==> src/rtl/dma_xfer_pkg.sv <==
package dma_xfer_pkg;

  typedef enum logic [1:0] {
    OP_FILL     = 2'd0,
    OP_EMPTY    = 2'd1,
    OP_STAT     = 2'd2,
    OP_STAT_ALT = 2'd3
  } xferOp_t;

  // strobes from control to datapath
  typedef struct packed {
    logic capture;    // latch address and status record
    logic clearAll;   // zero the whole buffer
    logic stepBeat;   // a beat was accepted without fault
    logic storeByte;  // write read data into the buffer
    logic useStatus;  // write data comes from the status record
  } dpStrobe_t;

  localparam logic [7:0] WCO_CODE = 8'o230;

endpackage

==> src/rtl/xfer_ctrl.sv <==
module xfer_ctrl
  import dma_xfer_pkg::*;
#(
  parameter int BUF_BYTES  = 256,
  parameter int WC_W       = 8,
  parameter int STAT_BYTES = 8
) (
  input  logic            clk,
  input  logic            rstN,
  input  logic            startPulse,
  input  logic [1:0]      opSel,
  input  logic [WC_W-1:0] wordCount,
  input  logic            dblDensity,
  input  logic            memReqReady,
  input  logic            memRspErr,
  output dpStrobe_t       strb,
  output logic            memReqValid,
  output logic            memReqWrite,
  output logic            donePulse,
  output logic            wcOverflow,
  output logic            nxmFlag,
  output logic [7:0]      errCode,
  output logic [WC_W-1:0] residualWc
);

  localparam int CNT_W = WC_W + 2;
  localparam logic [CNT_W-1:0] SEC_DBL = CNT_W'(BUF_BYTES);
  localparam logic [CNT_W-1:0] SEC_SGL = CNT_W'(BUF_BYTES / 2);
  localparam logic [CNT_W-1:0] STAT_CNT = CNT_W'(STAT_BYTES);

  typedef enum logic [2:0] {
    ST_IDLE, ST_CHECK, ST_CLEAR, ST_MOVE, ST_FINISH
  } ctrlState_t;

  ctrlState_t      state;
  xferOp_t         opReg;
  logic [WC_W-1:0] wcReg;
  logic            dblReg;
  logic [CNT_W-1:0] remBytes;
  logic            wcoR;
  logic            nxmR;
  logic [WC_W-1:0] resR;

  logic [CNT_W-1:0] byteReq;
  logic [CNT_W-1:0] secBytes;
  logic             tooBig;
  logic             isStatus;
  logic             accept;

  assign byteReq  = {1'b0, wcReg, 1'b0};
  assign secBytes = dblReg ? SEC_DBL : SEC_SGL;
  assign isStatus = opReg[1];
  assign tooBig   = !isStatus && (byteReq > secBytes);
  assign accept   = (state == ST_MOVE) && memReqReady;

  assign memReqValid = (state == ST_MOVE);
  assign memReqWrite = (opReg != OP_FILL);
  assign donePulse   = (state == ST_FINISH);
  assign wcOverflow  = wcoR;
  assign nxmFlag     = nxmR;
  assign errCode     = wcoR ? WCO_CODE : 8'd0;
  assign residualWc  = resR;

  always_comb begin
    strb           = '0;
    strb.capture   = (state == ST_IDLE) && startPulse;
    strb.clearAll  = (state == ST_CLEAR);
    strb.stepBeat  = accept && !memRspErr;
    strb.storeByte = accept && !memRspErr && (opReg == OP_FILL);
    strb.useStatus = isStatus;
  end

  always_ff @(posedge clk) begin
    if (!rstN) begin
      state    <= ST_IDLE;
      opReg    <= OP_FILL;
      wcReg    <= '0;
      dblReg   <= 1'b0;
      remBytes <= '0;
      wcoR     <= 1'b0;
      nxmR     <= 1'b0;
      resR     <= '0;
    end else begin
      unique case (state)
        ST_IDLE: begin
          if (startPulse) begin
            opReg    <= xferOp_t'(opSel);
            wcReg    <= wordCount;
            dblReg   <= dblDensity;
            wcoR     <= 1'b0;
            nxmR     <= 1'b0;
            resR     <= wordCount;
            remBytes <= opSel[1] ? STAT_CNT : {1'b0, wordCount, 1'b0};
            state    <= ST_CHECK;
          end
        end
        ST_CHECK: begin
          if (tooBig) begin
            wcoR  <= 1'b1;
            state <= ST_FINISH;
          end else if (opReg == OP_FILL) begin
            state <= ST_CLEAR;
          end else begin
            state <= (remBytes == '0) ? ST_FINISH : ST_MOVE;
          end
        end
        ST_CLEAR: begin
          state <= (remBytes == '0) ? ST_FINISH : ST_MOVE;
        end
        ST_MOVE: begin
          if (accept) begin
            if (memRspErr) begin
              nxmR <= 1'b1;
              if (!isStatus) resR <= WC_W'(remBytes >> 1);
              state <= ST_FINISH;
            end else begin
              remBytes <= remBytes - 1'b1;
              if (remBytes == CNT_W'(1)) begin
                if (!isStatus) resR <= '0;
                state <= ST_FINISH;
              end
            end
          end
        end
        ST_FINISH: state <= ST_IDLE;
        default:   state <= ST_IDLE;
      endcase
    end
  end


  done_pulse_chk: assert property (@(posedge clk) disable iff (!rstN)
    donePulse |=> !donePulse);


  no_traffic_on_wco_chk: assert property (@(posedge clk) disable iff (!rstN)
    wcOverflow |-> !memReqValid);


  flag_excl_chk: assert property (@(posedge clk) disable iff (!rstN)
    !(wcOverflow && nxmFlag));


  stop_after_fault_chk: assert property (@(posedge clk) disable iff (!rstN)
    (memReqValid && memReqReady && memRspErr) |=> (!memReqValid && donePulse));

endmodule

==> src/rtl/xfer_datapath.sv <==
module xfer_datapath
  import dma_xfer_pkg::*;
#(
  parameter int BUF_BYTES  = 256,
  parameter int EXT_W      = 2,
  parameter int BA_W       = 16,
  parameter int STAT_BYTES = 8
) (
  input  logic                      clk,
  input  logic                      rstN,
  input  dpStrobe_t                 strb,
  input  logic [EXT_W-1:0]          addrExt,
  input  logic [BA_W-1:0]           busAddr,
  input  logic [STAT_BYTES*8-1:0]   statusBytes,
  input  logic [7:0]                memRData,
  input  logic [$clog2(BUF_BYTES)-1:0] bufRdIdx,
  output logic [EXT_W+BA_W-1:0]     memReqAddr,
  output logic [7:0]                memWData,
  output logic [7:0]                bufRdData
);

  localparam int ADDR_W = EXT_W + BA_W;
  localparam int IDX_W  = $clog2(BUF_BYTES);
  localparam int SIDX_W = $clog2(STAT_BYTES);

  logic [ADDR_W-1:0]         addrReg;
  logic [IDX_W-1:0]          idxReg;
  logic [STAT_BYTES*8-1:0]   statReg;
  logic [7:0]                bufMem [BUF_BYTES];
  logic [SIDX_W-1:0]         statIdx;

  assign statIdx    = idxReg[SIDX_W-1:0];
  assign memReqAddr = addrReg;
  assign bufRdData  = bufMem[bufRdIdx];
  assign memWData   = strb.useStatus ? statReg[8*int'(statIdx) +: 8] : bufMem[idxReg];

  always_ff @(posedge clk) begin
    if (!rstN) begin
      addrReg <= '0;
      idxReg  <= '0;
      statReg <= '0;
    end else if (strb.capture) begin
      addrReg <= {addrExt, busAddr};
      idxReg  <= '0;
      statReg <= statusBytes;
    end else if (strb.stepBeat) begin
      addrReg <= addrReg + 1'b1;
      idxReg  <= idxReg + 1'b1;
    end
  end

  always_ff @(posedge clk) begin
    if (!rstN || strb.clearAll) begin
      for (int i = 0; i < BUF_BYTES; i++) bufMem[i] <= 8'd0;
    end else if (strb.storeByte) begin
      bufMem[idxReg] <= memRData;
    end
  end


  addr_step_chk: assert property (@(posedge clk) disable iff (!rstN)
    strb.stepBeat |=> (memReqAddr == $past(memReqAddr) + 1'b1));


  addr_load_chk: assert property (@(posedge clk) disable iff (!rstN)
    strb.capture |=> (memReqAddr == {$past(addrExt), $past(busAddr)}));

endmodule

==> src/rtl/dma_sector_xfer.sv <==
module dma_sector_xfer
  import dma_xfer_pkg::*;
#(
  parameter int BUF_BYTES  = 256,
  parameter int WC_W       = 8,
  parameter int EXT_W      = 2,
  parameter int BA_W       = 16,
  parameter int STAT_BYTES = 8
) (
  input  logic                   clk,
  input  logic                   rstN,
  input  logic                   startPulse,
  input  logic [1:0]             opSel,
  input  logic [WC_W-1:0]        wordCount,
  input  logic [EXT_W-1:0]       addrExt,
  input  logic [BA_W-1:0]        busAddr,
  input  logic                   dblDensity,
  input  logic [STAT_BYTES*8-1:0] statusBytes,
  output logic                   memReqValid,
  input  logic                   memReqReady,
  output logic                   memReqWrite,
  output logic [EXT_W+BA_W-1:0]  memReqAddr,
  output logic [7:0]             memWData,
  input  logic [7:0]             memRData,
  input  logic                   memRspErr,
  input  logic [$clog2(BUF_BYTES)-1:0] bufRdIdx,
  output logic [7:0]             bufRdData,
  output logic                   donePulse,
  output logic                   wcOverflow,
  output logic                   nxmFlag,
  output logic [7:0]             errCode,
  output logic [WC_W-1:0]        residualWc
);

  dpStrobe_t strb;

  xfer_ctrl #(
    .BUF_BYTES(BUF_BYTES), .WC_W(WC_W), .STAT_BYTES(STAT_BYTES)
  ) uCtrl (
    .clk(clk), .rstN(rstN), .startPulse(startPulse), .opSel(opSel),
    .wordCount(wordCount), .dblDensity(dblDensity),
    .memReqReady(memReqReady), .memRspErr(memRspErr), .strb(strb),
    .memReqValid(memReqValid), .memReqWrite(memReqWrite),
    .donePulse(donePulse), .wcOverflow(wcOverflow), .nxmFlag(nxmFlag),
    .errCode(errCode), .residualWc(residualWc)
  );

  xfer_datapath #(
    .BUF_BYTES(BUF_BYTES), .EXT_W(EXT_W), .BA_W(BA_W), .STAT_BYTES(STAT_BYTES)
  ) uPath (
    .clk(clk), .rstN(rstN), .strb(strb), .addrExt(addrExt), .busAddr(busAddr),
    .statusBytes(statusBytes), .memRData(memRData), .bufRdIdx(bufRdIdx),
    .memReqAddr(memReqAddr), .memWData(memWData), .bufRdData(bufRdData)
  );


  req_hold_chk: assert property (@(posedge clk) disable iff (!rstN)
    (memReqValid && !memReqReady) |=>
      (memReqValid && $stable(memReqAddr) && $stable(memWData) && $stable(memReqWrite)));

endmodule

==> config.mk <==
export PLATFORM = sky130hd
export DESIGN_NAME = dma_sector_xfer
export DESIGN_NICKNAME = d
export VERILOG_FILES = /design/src/rtl/dma_xfer_pkg.sv /design/src/rtl/xfer_ctrl.sv /design/src/rtl/xfer_datapath.sv /design/src/rtl/dma_sector_xfer.sv
export SDC_FILE = /design/constraint.sdc
export NUM_CORES = 2
export LEC_CHECK = 0
export ABC_CLOCK_PERIOD_IN_PS = 4900
export BUFFER_PORTS_ARGS = -buffer_cell sky130_fd_sc_hd__buf_2
export CORE_UTILIZATION = 55
export DETAILED_ROUTE_END_ITERATION = 12
export HOLD_SLACK_MARGIN = 0.06
export PLACE_DENSITY = 0.71
export SLEW_MARGIN = 25
export SYNTH_ARGS = -nofsm -noshare
export SYNTH_HDL_FRONTEND = slang
export SYNTH_HIERARCHICAL = 1
export SYNTH_SLANG_ARGS = --single-unit
export TNS_END_PERCENT = 10
==> constraint.sdc <==
create_clock -name clk -period 4.9 [get_ports clk]
set_input_delay 0.49 -clock clk [delete_from_list [all_inputs] [get_ports clk]]
set_output_delay 0.49 -clock clk [all_outputs]
set_load 0.03 [all_outputs]
## After elaboration in Yosys (flattened, before gate mapping)

Memories as Yosys holds them, arrays and structs flattened. A register that Yosys moved wholly into a read port is not among the register bits.
Index checks and enable logic that the tools add are counted.

- $lt $le $gt $ge: 1
- Equality and inequality tests: 12
- Shift operators: 1
- Bitwise gates (word level): 1
- Reduce and logical (&&, ||, !) cells: 24
- Mux-type cells: 41
- Add/sub/neg operators: 3

Operators by type and width:

| cell | number |
|---|---|
| 8-bit 2-to-1 mux | 12 |
| 64-bit by 7-bit variable part select with 8-bit output | 1 |
| 18-bit 2-to-1 mux | 2 |
| 10-bit 2-to-1 mux | 3 |
| 3-bit 2-to-1 mux | 7 |
| 10-bit case mux with 2 select lines | 1 |
| 18-bit by 1-bit adder with 18-bit output, second input constant | 1 |
| 9-bit 2-to-1 mux | 2 |
| 8-bit case mux with 2 select lines | 1 |
| 3-bit case mux with 4 select lines | 1 |
| 10-bit by 1-bit == test with 1-bit output, second input constant | 1 |
| 9-bit by 10-bit greater-than comparator with 1-bit output | 1 |
| 10-bit zero test | 1 |
| 1-bit 2-to-1 mux | 10 |
| 10-bit by 1-bit subtractor with 10-bit output, second input constant | 1 |
| 8-bit by 1-bit adder with 8-bit output, second input constant | 1 |
| 4-bit AND reduction | 2 |
| 2-bit nonzero test | 4 |
| 8-bit OR reduction | 1 |
| 3-bit by 2-bit == test with 1-bit output, second input constant | 2 |
| 2-bit by 1-bit inequality test with 1-bit output, second input constant | 3 |
| 2-bit inequality test, second input constant | 3 |
| 3-bit AND reduction | 2 |
| 1-bit logical AND | 5 |
| 12 further kinds | 15 |

- Logic and storage cells: 95
- Memories: 1
- Bits in writable memories: 2048
- Bits in registers: 124

Memory list:

| memory | depth | width | rd ports | clocked after memory_dff | wr ports | line | source |
|---|---|---|---|---|---|---|---|
| uPath.bufMem | 256 | 8 | 2 | 1 | 256 | xfer_datapath.sv:29 | `logic [7:0] bufMem [BUF_BYTES];` |

## Longest topological paths before layout

- Word-level depth: 9
- Gate-level depth with buffers: 14
- Mapped depth without buffers: 9

## Cells and area by module

The synthesis kept the hierarchy.

By module, submodules not included:

| module | cells an instance | times used | seq. area each (um^2) | area an instance (um^2) |
|---|---|---|---|---|
| xfer_datapath | 8304 | 1 | 63460.9 | 115389.4 |
| xfer_ctrl | 256 | 1 | 680.7 | 2034.5 |

## Least setup slack after synthesis

OpenSTA, ideal clock, no wires.

- Path kind: register to register
- From: reg uCtrl.state[2]
- To: mem uPath.bufMem[103][0] (enable)
- Stages on the path, launching flop included: 15
- Data required time: 4.571 ns
- Path buffers: 6
- Path slack: 1.490 ns
- Period minus slack after synthesis: 3.410 ns
- Arrival time: 3.081 ns
- Cell sequence: dfxtp_1 > clkbuf_1 > nand3b_1 > inv_1 > clkbuf_1 > and3_1 > and2_1 > and2_1 > clkbuf_1 > and3_1 > clkbuf_1 > clkbuf_1 > clkbuf_1 > nand2_1 > nand2_1

RTL lines:

| element | line | source |
|---|---|---|
| start, declared | xfer_ctrl.sv:35 | `ctrlState_t state;` |
| start signal, assigned | xfer_ctrl.sv:104 | `state <= (remBytes == '0) ? ST_FINISH : ST_MOVE;` |
| start signal, assigned | xfer_ctrl.sv:108 | `state <= (remBytes == '0) ? ST_FINISH : ST_MOVE;` |
| end, declared | xfer_datapath.sv:29 |  |

==> out/metrics.yaml <==
outcome: "finished, violations left"
violations: "design-rule violations, negative setup slack"
drt-total-wl_um: 392000
register_area_um2: 64200
endpoint_kind: "output pin"
slew_headroom: 0.278
final_nets: 8437
worst_pin_slew_ns: 1.07
globalplace.congestion: 0.980
dr.first_iter.drc_count: 14000
start_kind: "flip-flop"
fin_util: 0.615
fin_skew_ns: 0.0405
fp.dieH_um: 464
via_per_inst: 7.32
fin_crit_ns: 4.94
power_mw: 53.7
power_density_nw_per_um2: 411
dp_slack_ns: -0.212
synth_edf_count: 2048
rsz0062_at_grt: "true"
setup_viol: 6
synthArstFlopShare: 0
fill_cells: 15300
ys.warnings.count: 6
cts_tree: "done"
crit_path_max_fanout: 2
die-area_um2: 215000
fin_area_um2: 131000
syn_inst: 8560
dp.cells: 10800
yosys_register_bits: 2180
period_share: 1.01
hold_viol: 0
overflow: 0
r2r_start: "uCtrl/state[1]"
clk_pin_slew_ns: 0.06
vias: 83000
cts_made_buffers: 226
dr.pass1.iters: 12
coreArea_um2: 212000
critical_path_arrival_ns: 4.45
hold-worst-slack_ns: 0.144
drcViolationCount: 4
synthDistinctLibCells: 74
dpl-instance-area_um2: 122000
place_hpwl_um: 249000
path_class: "flip-flop to output pin"
grt_max_degree: 151
io_pins: 169
netlist.top_cell.by_area: "edfxtp_1"
hp-start: "memRspErr"
fin_cells: 11300
multiInputGateArea_um2: 48900
setup_slack_ns: -0.0395
synthToLayoutAreaGrowth_pct: 11.1
netlist_area_um2: 117000
cts-root-buf: "clkbuf_16"
slew_viol_final: 0
antenna_found_initial: 21
clk_latency_ns: 0.93
maxCapViolCount: 0
avgSynthCellArea_um2: 13.7
irDropWorstVdd_mv: 0.406
start_util: 0.554
crit_required_ns: 4.41
ant_nets: 0
num_rows: 169
synth_top_area_share: 0.524
max_freq_mhz: 202
htreeDepth: 4
clk_path_buf_depth: 3
grt.total_usage: 0.359
drive_gt1_frac: 0.238
synth.area.top_cells: "edfxtp_1 (52%), mux4_2 (19%), and3_1 (10%), clkbuf_1 (2.9%), a22oi_1 (2.3%)"
hold_class: "primary input to flip-flop"
io_buffers: 163
first_global_vias: 80400
grt_pass1_wl_um: 563000
total_leakage_power_nw: 51.6
dieWidth_um: 464
setup.worst_path.start: "uPath/bufMem[219][2]"
final.setup.tns_ns: -0.115
yosys_most_used_dff: "edfxtp_1"
synth-seq-area-share: 0.546
detail_route.wl_per_cell_um: 34.6
cts.sinks: 2180
[area by class of cell]
cell class                      count  area share
Timing Repair Buffer              676      0.0496
Clock inverter                    124      0.0101
Sequential cell                  2180       0.492
Multi-Input combinational cell   5211       0.375
Clock buffer                      295      0.0463
Inverter                           19    0.000566
Antenna cell                       11    0.000211
Tap cell                         2821      0.0270
[worst max-delay path, stage by stage, from the launching register on]
cell and delay [ns]:
edfxtp_1 0.42, mux4_2 0.48, a22oi_1 0.27, a21oi_1 0.29
nor4_1 0.78, o22ai_1 0.47, or3_1 0.60, buf_2 0.23
[final timing paths]
check	to	slack [ns]	cells past startpoint
hold / removal	uCtrl/residualWc[7]	0.14	4
setup reg to reg	uPath/bufMem[66][1]	0.97	12
hold reg to reg	uCtrl/wcReg[2]	0.47	2
setup / recovery	bufRdData[2]	-0.04	7
[cell families after synthesis]
kind of cell,after synthesis,share of synthesized area
xor+xnor,24,0.00179
flops,2180,0.546
mux,1227,0.211
simple gates,3131,0.151
buf+inv,1173,0.0412
fa+ha+maj,9,0.000959
compound gates,815,0.0475
other cells,1,0.0000319
[where the power goes]
group | switching (mW) | total, mW | internal [mW]
Clock | 7.65 | 17.3 | 9.67
Combinational | 5.99 | 9.78 | 3.79
Sequential | 1.90 | 26.6 | 24.7
Total | 15.5 | 53.7 | 38.2
[cell usage in the layout, fill, tap and decap left out, drive strengths merged, types with 16 or more instances in the layout]
| cell type | synthesis | final |
|---|---|---|
| inv | 19 | 25 |
| nor2b | 76 | 76 |
| buf | 234 | 571 |
| nor3 | 43 | 43 |
| a21oi | 185 | 185 |
| a22o | 27 | 27 |
| and3 | 1932 | 1932 |
| mux4 | 997 | 997 |
| o22ai | 19 | 19 |
| dlygate4sd3 | 0 | 96 |
| bufinv | 0 | 18 |
| a221oi | 25 | 25 |
| dfxtp | 132 | 132 |
| nor4 | 48 | 48 |
| a31oi | 16 | 16 |
| a22oi | 364 | 364 |
| nand3 | 68 | 68 |
| or3 | 17 | 17 |
| and2 | 172 | 172 |
| nand4 | 30 | 30 |
| nand2b | 18 | 18 |
| o211ai | 16 | 16 |
| o21ai | 78 | 78 |
| nand2 | 597 | 597 |
| a21boi | 21 | 21 |
| clkinv | 0 | 93 |
| clkbuf | 920 | 304 |
| nor2 | 100 | 100 |
| mux2i | 217 | 217 |
| edfxtp | 2048 | 2048 |
[flip-flops by register name, indices dropped and copies added (netlist names), 2 cells and up, named ones only]
signal and count:
uCtrl/state 3, uPath/bufMem 2048, uPath/statReg 64, uPath/memReqAddr 18, uCtrl/remBytes 10, uCtrl/wcReg 8, uPath/idxReg 8, uCtrl/opReg 2
uCtrl/residualWc 8
[timing repair]
| action | CTS | global route |
|---|---|---|
| pin swaps | 0 | 1 |
| endpoints found under the hold margin | 109 | 0 |
| endpoints found under the setup margin | 11 | 13 |
| cloned | 0 | 1 |
| hold buffers | 96 | 0 |
| buffers inserted | 12 | 0 |
| gates resized for setup | 15 | 19 |
[Yosys cell counts, drive strengths merged, types with 9 or more instances]
| cell type | count |
|---|---|
| xnor2 | 12 |
| mux2 | 13 |
| a31oi | 16 |
| xor2 | 12 |
| o22ai | 19 |
| a21boi | 21 |
| or3 | 17 |
| a22oi | 364 |
| nand3 | 68 |
| and3 | 1932 |
| a21o | 14 |
| a22o | 27 |
| ha | 9 |
| o211ai | 16 |
| and2 | 172 |
| edfxtp | 2048 |
| nand4 | 30 |
| dfxtp | 132 |
| nor4 | 48 |
| mux4 | 997 |
| nand2b | 18 |
| buf | 234 |
| inv | 19 |
| nor2 | 100 |
| a211oi | 13 |
| a21oi | 185 |
| o21ai | 78 |
| mux2i | 217 |
| clkbuf | 920 |
| a221oi | 25 |
| nand2 | 597 |
| nor2b | 76 |
| nor3 | 43 |
[routing by layer]
metal / global-route usage / vias to the layer above / routed length [um]
met5: 0 / - / 46
met2: 0.539 / 6871 / 177000
met3: 0.105 / 1132 / 57800
li1: - / 33300 / -
met4: 0.191 / 8 / 23900
met1: 0.473 / 41700 / 133000
Note: power is estimated with default switching activity, not from simulation.
